## src/rtl/dio_pkg.sv

```systemverilog
// Shared types for the discrete I/O port.
// Assumes: nibble-wide data paths; the read selector is decoded in the top.
package dio_pkg;
    typedef enum logic [1:0] {
        RSEL_NONE = 2'd0,
        RSEL_A    = 2'd1,
        RSEL_B    = 2'd2
    } rsel_e;
endpackage

```

## src/rtl/dio_cycdiv.sv

```systemverilog
// Free-running divider that raises a one-clock enable once every DIV clocks.
// Assumes: DIV >= 2; the enable is decoded from the registered count.
module dio_cycdiv #(
    parameter int DIV = 18
) (
    input  logic clk,
    input  logic rst_n,
    output logic en
);
    localparam int CW = (DIV > 1) ? $clog2(DIV) : 1;
    localparam logic [CW-1:0] LAST = CW'(DIV - 1);

    logic [CW-1:0] cnt;

    // Count 0..DIV-1 and wrap.
    always_ff @(posedge clk) begin
        if (!rst_n)            cnt <= '0;
        else if (cnt == LAST)  cnt <= '0;
        else                   cnt <= cnt + 1'b1;
    end

    // Enable on the last count of each period.
    always_comb en = (cnt == LAST);

    // Independent gap counter: clocks since the last enable.
    logic [CW:0] gap;
    always_ff @(posedge clk) begin
        if (!rst_n)  gap <= '0;
        else if (en) gap <= '0;
        else         gap <= gap + 1'b1;
    end

    AST_EN_GAP:  assert property (@(posedge clk) disable iff (!rst_n) en |=> !en);
    AST_GAP_MAX: assert property (@(posedge clk) disable iff (!rst_n) gap < (CW+1)'(DIV));
endmodule

```

## src/rtl/dio_rdpath.sv

```systemverilog
// Read path: picks group A or masked group B into the accumulator result.
// Assumes: the selector is already qualified by the cycle enable.
module dio_rdpath
    import dio_pkg::*;
#(
    parameter int NIB_W = 4,
    parameter int GA_W  = 4
) (
    input  logic             clk,
    input  logic             rst_n,
    input  rsel_e            sel,
    input  logic [GA_W-1:0]  grp_a,
    input  logic [NIB_W-1:0] grp_b,
    input  logic [NIB_W-1:0] mask,
    output logic [NIB_W-1:0] res,
    output logic             vld
);
    logic [NIB_W-1:0] nxt;

    // Pick the new result; open-drain inputs read low where the mask is low.
    always_comb begin
        case (sel)
            RSEL_A:  nxt = grp_a[NIB_W-1:0];
            RSEL_B:  nxt = grp_b & mask;
            default: nxt = res;
        endcase
    end

    // Register the result and the one-cycle valid flag.
    always_ff @(posedge clk) begin
        if (!rst_n) begin
            res <= '0;
            vld <= 1'b0;
        end else begin
            res <= nxt;
            vld <= (sel != RSEL_NONE);
        end
    end

    AST_VLD_RISE:  assert property (@(posedge clk) disable iff (!rst_n) (sel != RSEL_NONE) |=> vld);
    AST_IDLE_HOLD: assert property (@(posedge clk) disable iff (!rst_n) (sel == RSEL_NONE) |=> ($stable(res) && !vld));
    AST_B_MASKED:  assert property (@(posedge clk) disable iff (!rst_n) (sel == RSEL_B) |=> ((res & ~$past(mask)) == '0));
endmodule

```

## src/rtl/dio_wrpath.sv

```systemverilog
// Write path: output word latch and clamp register.
// Assumes: the write strobe is already qualified by the cycle enable.
module dio_wrpath #(
    parameter int NIB_W = 4
) (
    input  logic               clk,
    input  logic               rst_n,
    input  logic               wr,
    input  logic [NIB_W-1:0]   a,
    input  logic [NIB_W-1:0]   x,
    output logic [2*NIB_W-1:0] dout,
    output logic [NIB_W-1:0]   clamp
);
    // Load output word {X, A} and clamp from X on a write; reset opens the clamp.
    always_ff @(posedge clk) begin
        if (!rst_n) begin
            dout  <= '0;
            clamp <= '1;
        end else if (wr) begin
            dout  <= {x, a};
            clamp <= x;
        end
    end

    AST_CLAMP_LOAD: assert property (@(posedge clk) disable iff (!rst_n) wr |=> (clamp == $past(x)));
    AST_OUT_HOLD:   assert property (@(posedge clk) disable iff (!rst_n) !wr |=> ($stable(dout) && $stable(clamp)));
    AST_OUT_LINK:   assert property (@(posedge clk) disable iff (!rst_n) wr |=> (dout[2*NIB_W-1:NIB_W] == clamp));
endmodule

```

## src/rtl/dio_port.sv

```systemverilog
// Discrete I/O port: divider, command qualification, read and write paths.
// Assumes: command strobes are single-cycle and mutually exclusive.
module dio_port
    import dio_pkg::*;
#(
    parameter int NIB_W = 4,
    parameter int GA_W  = 4,
    parameter int DIV   = 18
) (
    input  logic               clk,
    input  logic               rst_n,
    output logic               cyc_en,
    input  logic               rd_grp_a,
    input  logic               rd_grp_b,
    input  logic               wr_out,
    input  logic [NIB_W-1:0]   acc_in,
    input  logic [NIB_W-1:0]   xreg_in,
    input  logic [GA_W-1:0]    grp_a,
    input  logic [NIB_W-1:0]   grp_b,
    output logic [NIB_W-1:0]   acc_res,
    output logic               acc_vld,
    output logic [2*NIB_W-1:0] dout,
    output logic [NIB_W-1:0]   clamp
);
    rsel_e sel;
    logic  wr_q;

    dio_cycdiv #(.DIV(DIV)) u_div (
        .clk   (clk),
        .rst_n (rst_n),
        .en    (cyc_en)
    );

    // Accept strobes only on enabled edges.
    always_comb begin
        wr_q = wr_out & cyc_en;
        if (cyc_en && rd_grp_a)      sel = RSEL_A;
        else if (cyc_en && rd_grp_b) sel = RSEL_B;
        else                         sel = RSEL_NONE;
    end

    dio_rdpath #(.NIB_W(NIB_W), .GA_W(GA_W)) u_rd (
        .clk   (clk),
        .rst_n (rst_n),
        .sel   (sel),
        .grp_a (grp_a),
        .grp_b (grp_b),
        .mask  (clamp),
        .res   (acc_res),
        .vld   (acc_vld)
    );

    dio_wrpath #(.NIB_W(NIB_W)) u_wr (
        .clk   (clk),
        .rst_n (rst_n),
        .wr    (wr_q),
        .a     (acc_in),
        .x     (xreg_in),
        .dout  (dout),
        .clamp (clamp)
    );

    AST_IGNORE_OFF: assert property (@(posedge clk) disable iff (!rst_n)
        !cyc_en |=> (!acc_vld && $stable(acc_res) && $stable(dout) && $stable(clamp)));
    AST_WR_WORD:    assert property (@(posedge clk) disable iff (!rst_n)
        (wr_out && cyc_en) |=> (dout == {$past(xreg_in), $past(acc_in)}));
endmodule

```

## config.mk

```make
export PLATFORM = sky130hd
export DESIGN_NAME = dio_port
export DESIGN_NICKNAME = d
export VERILOG_FILES = /design/src/rtl/dio_pkg.sv /design/src/rtl/dio_cycdiv.sv /design/src/rtl/dio_rdpath.sv /design/src/rtl/dio_wrpath.sv /design/src/rtl/dio_port.sv
export SDC_FILE = /design/constraint.sdc
export NUM_CORES = 1
export LEC_CHECK = 0
export ABC_AREA = 1
export CAP_MARGIN = 10
export CORE_ASPECT_RATIO = 0.6
export CORE_MARGIN = 2
export CORE_UTILIZATION = 30
export CTS_BUF_LIST = sky130_fd_sc_hd__clkbuf_2
export CTS_CLUSTER_DIAMETER = 50
export DETAILED_ROUTE_END_ITERATION = 16
export DONT_BUFFER_PORTS = 1
export GPL_TIMING_DRIVEN = 0
export PLACE_DENSITY = 0.53
export SETUP_SLACK_MARGIN = 0.1
export SKIP_CTS_REPAIR_TIMING = 1
export SYNTH_ARGS = -nofsm -noshare
export SYNTH_HDL_FRONTEND = slang
export SYNTH_SLANG_ARGS = --single-unit
```

## constraint.sdc

```tcl
create_clock -name clk -period 1.5 [get_ports clk]
set_input_delay 0.375 -clock clk [delete_from_list [all_inputs] [get_ports clk]]
set_output_delay 0.375 -clock clk [all_outputs]
set_load 0.005 [all_outputs]
```

* Word-level counts from Yosys, hierarchy flattened
Index checks and enable logic that the tools add are counted.
Storage, ports and cells: register bits after elaboration 22, bits of input ports 21, word-level logic and storage cells 20
Cells by class: add/subtract/negate cells 1, equal/unequal tests 3, muxes and demuxes 3, bitwise operators 3, reduce and logical (&&, ||, !) cells 5
Operator list (number):
- one-hot mux 4 bit (2 select lines) | 1
- adder 5 x 1 -> 5 bit, second input constant | 1
- equality test 5 bit, second input constant | 1
- AND 4 bit | 1
- two-way mux 2 bit | 2
- nonzero test 2 bit | 2
- equality test 2 x 1 -> 1 bit, second input constant | 1
- equality test 2 bit, second input constant | 1
- logical AND 1 bit | 2
- OR reduction 2 bit | 1
- AND 1 bit | 1
- NOT 1 bit | 1

* Depth between registers and ports, before layout
word-level depth 6, depth in mapped cells 9, mapped depth without buffers 9

* By module
A second synthesis with hierarchy kept.
Unflattened totals: cells, all modules 127, area, all modules 934.6 um^2
By module, submodules not included:
- dio_wrpath | instances 1, cells an instance 49, area each 424.2 um^2, sequential area each 240.2 um^2
- dio_rdpath | instances 1, cells an instance 40, area each 254.0 um^2, sequential area each 100.1 um^2
- dio_cycdiv | instances 1, cells an instance 30, area each 226.5 um^2, sequential area each 100.1 um^2
- dio_port | instances 1, cells an instance 8, area each 30.0 um^2, sequential area each 0.0 um^2

* Worst setup path after synthesis
No wires, ideal clock.
kind flip-flop to flip-flop, start reg u_div.cnt[0], end reg u_wr.clamp[3], library setup time 0.129 ns, arrival time 1.095 ns, data required time 1.371 ns, slack 0.277 ns, cell stages (with the launch flop) 8, buffers on the path 1, path through dfxtp_1 ha_1 nand2_2 nor2_8 nand2_4 buf_8 nand2_1 nand3_1
Between the ends: word-level cells in the longest chain between the ends 2
RTL lines:
- start, declared | line dio_cycdiv.sv:13 | logic [CW-1:0] cnt;
- start signal, assigned | line dio_cycdiv.sv:19 | else cnt <= cnt + 1'b1;
- equality test 5 bit | line dio_cycdiv.sv:23 | always_comb en = (cnt == LAST);
- net cyc_en | line dio_port.sv:12 | output logic cyc_en,
- AND 1 bit | line dio_port.sv:36 | wr_q = wr_out & cyc_en;
- end signal, assigned | line dio_wrpath.sv:18 | clamp <= '1;
- end signal, assigned | line dio_wrpath.sv:21 | clamp <= x;
- end, declared | line dio_wrpath.sv:12 | output logic [NIB_W-1:0] clamp
The timed path passes the listed nets, and every way through them passes these cells. A chain may end at the register's enable or synchronous reset.

* Worst setup path in the final report
start reg u_div.cnt[1], end out cyc_en
Between the ends: word-level cells in the longest chain between the ends 1
RTL lines (line):
- equality test 5 bit | dio_cycdiv.sv:23
- end, declared | dio_port.sv:12
Every way passes these cells.

==> reports/results.ini <==
[outcome]
status=complete, but fails checks
violations=negative setup slack

[clocking]
cts_sinks=22
cts_tree=done
htree_levels=1
root_buffer=clkbuf_2
clk_pin_slew_worst_paths_ps=220
clkLatencyLatePin_ps=340
numCtsBuffers=3
clockBufferDepth=2

[detailed_routing]
drt-vias-per-instance=4.67
drc=0
vias=804
firstDrtPassIters=2
ant_nets=0
drtIter0Drc=21
routed_wl_mm=2.27
wl_per_cell_um=13.2

[sta]
fmax_mhz=663
fin_crit_sh_pct=101
fin_setup_tns_ps=-8.89
slew_headroom_pct=60.3
setup-violations-final=1
finClkSkew_ps=4.73
tightest_slew_ps=596
drv_slew=0
rsz0062_at_grt=yes
post-route-min-period_ps=1510
worst_slack_ps=-8.89
finalHoldViolCount=0

[global_routing]
grt_pass1_vias=703
track_usage_pct=11.9
grt_remaining_overflow=0
grt_first_pass_wirelength_mm=3.41
antenna_found_initial=0
grt_max_degree=14

[floorplan]
io_pins=39
start_util_pct=31.3
die_x_um=79.1
rows=16
die_h_um=49.1
die-area_um2=3880
core-area_um2=3240

[finish]
nNetsFinal=151
stdcell_count=172
area_delta_synth_final_pct=19.7
final_core_utilization_pct=37.5
stdcell_area_um2=1210
antennaDiodeCount=0
drive_above_1_share_pct=36.2
nFillCells=345

[placed_design]
hpwl_mm=1.73
place_congestion=0.685
place_inst=167
dpl_cell_area_um2=1070
dp_slack_ps=118
port_buffers=0

[logic_synthesis]
ys.warnings.count=0
yosysUniqueCellTypes=19
yosys.area.top_type_share_pct=43.4
synth_seq_area_share_pct=43.4
synth-seq-cells=22
synth.largest_area_cell=dfxtp_1
avgSynthCellArea_um2=8.32
synthAdderAreaFrac_pct=2.47
syn_area_um2=1010
muxShareOfSynthArea_pct=0
synth_top_family_by_area=simple AND/OR/NAND/NOR gates
synth_cells=122
synth.area.top_cells=dfxtp_1 (43%), nand2_1 (9.2%), nand3_1 (7.4%)
syn_nets=145
yosys.area_share.simple_pct=39.7
synthXorXnorAreaFrac_pct=0
synth_compound_area_share_pct=7.40

[worst_setup_path]
cp-end-kind=output port
crit_fanout=7
r2r_cells=9
crit_path_start_kind=register
critical_path_class=register to output port
worstPathRequired_ps=1120
cp_data_arrival_time_ps=1130
rrSetupSlack_ps=80
r2r_start=u_div.cnt[1]
regToRegEndpoint=u_wr.dout[6]

[min_path]
worstHoldPathType=input port to register
hp-start=rst_n
min_to=u_wr.dout[0]
holdPathStages=2

[power]
vdd_ir_drop_max_mv=0.363
p_leak_nw=0.548
p_per_area_nw_per_um2=894

[job]
cap_viol_max_count=0

==> critical path: stages, from the launching register on <==
cell     delay [ps]
dfxtp_2         380
inv_2            60
ha_4            130
nand2_4          70
nor2_8          170
==> routing by layer <==
metal | track usage (%) | share of wire [%] | vias up
li1 | - | - | 399
met1 | 14.9 | 45 | 375
met2 | 18.6 | 45 | 30
met3 | 6.85 | 9.5 | 0
met4 | 0.862 | 0 | 0
met5 | 0 | 0 | -
==> how the worst max path moves through the flow <==
stage / start / to / cells past startpoint
2_1_floorplan: u_div.cnt[0] / u_wr.clamp[3] / 7
3_3_place_gp: u_div.cnt[0] / u_wr.clamp[3] / 7
3_5_place_dp: u_div.cnt[0] / u_wr.clamp[3] / 7
4_1_cts: u_div.cnt[0] / cyc_en / 3
5_1_grt: u_div.cnt[1] / cyc_en / 4
6_report: u_div.cnt[1] / cyc_en / 4
==> layout make-up <==
type | instances | area, um^2 | area share, %
buffer | 2 | 18.8 | 1.54
clock inverter | 1 | 30.0 | 2.47
tap | 45 | 56.3 | 4.63
timing repair buffer | 1 | 7.51 | 0.618
sequential | 22 | 445 | 36.7
inverter | 14 | 57.6 | 4.74
clock buffer | 3 | 15.0 | 1.24
multi-input combinational | 84 | 584 | 48.1
==> metrics by stage <==
stage | hold slack [ps] | power [W]
after floorplan | 434 | 0.000651
after global placement | 451 | 0.000661
after detailed placement | 464 | 0.000663
after CTS | 106 | 0.00109
after global routing | 62.2 | 0.00113
final | 112 | 0.00109
==> sequential cells by signal, indices dropped and copies added (netlist names) <==
name and flops:
u_wr.dout 8, u_div.cnt 5, u_rd.vld 1, u_rd.res 4, u_wr.clamp 4
==> synth_stat cells, drive strengths merged <==
| cell | instances |
|---|---|
| nand2 | 32 |
| dfxtp | 22 |
| nand3 | 18 |
| nor2 | 17 |
| inv | 14 |
| a21oi | 8 |
| o21ai | 4 |
| ha | 2 |
| or2 | 2 |
| buf | 1 |
| clkbuf | 1 |
| o211ai | 1 |
==> kinds of logic (layout without fill, tap and decap cells) <==
logic type | Yosys count | in the layout
flops | 22 | 22
simple gates | 69 | 69
compound gates | 13 | 13
buf+inv | 16 | 21
fa+ha+maj | 2 | 2
==> report_power, final <==
part	leakage [nW]	switching, W	total (W)	internal, W
clock	0.0266	0.000193	0.000423	0.000230
sequential	0.179	0.00000757	0.000600	0.000593
combinational	0.343	0.0000423	0.0000623	0.0000199
==> layout by cell type, fill, tap and decap left out, types with 3 or more instances in the layout <==
cell      instances
o21ai_2           4
nand2_2           4
inv_2             4
a21oi_1           4
clkbuf_2          3
nand2_1          21
nor2_1            8
nand3_2           3
nor2_8            3
nand2_4           6
inv_1             9
nor2_2            6
dfxtp_1          20
nand3_1          14
a21oi_2           4
No activity file was read; power rests on OpenSTA's default activity.
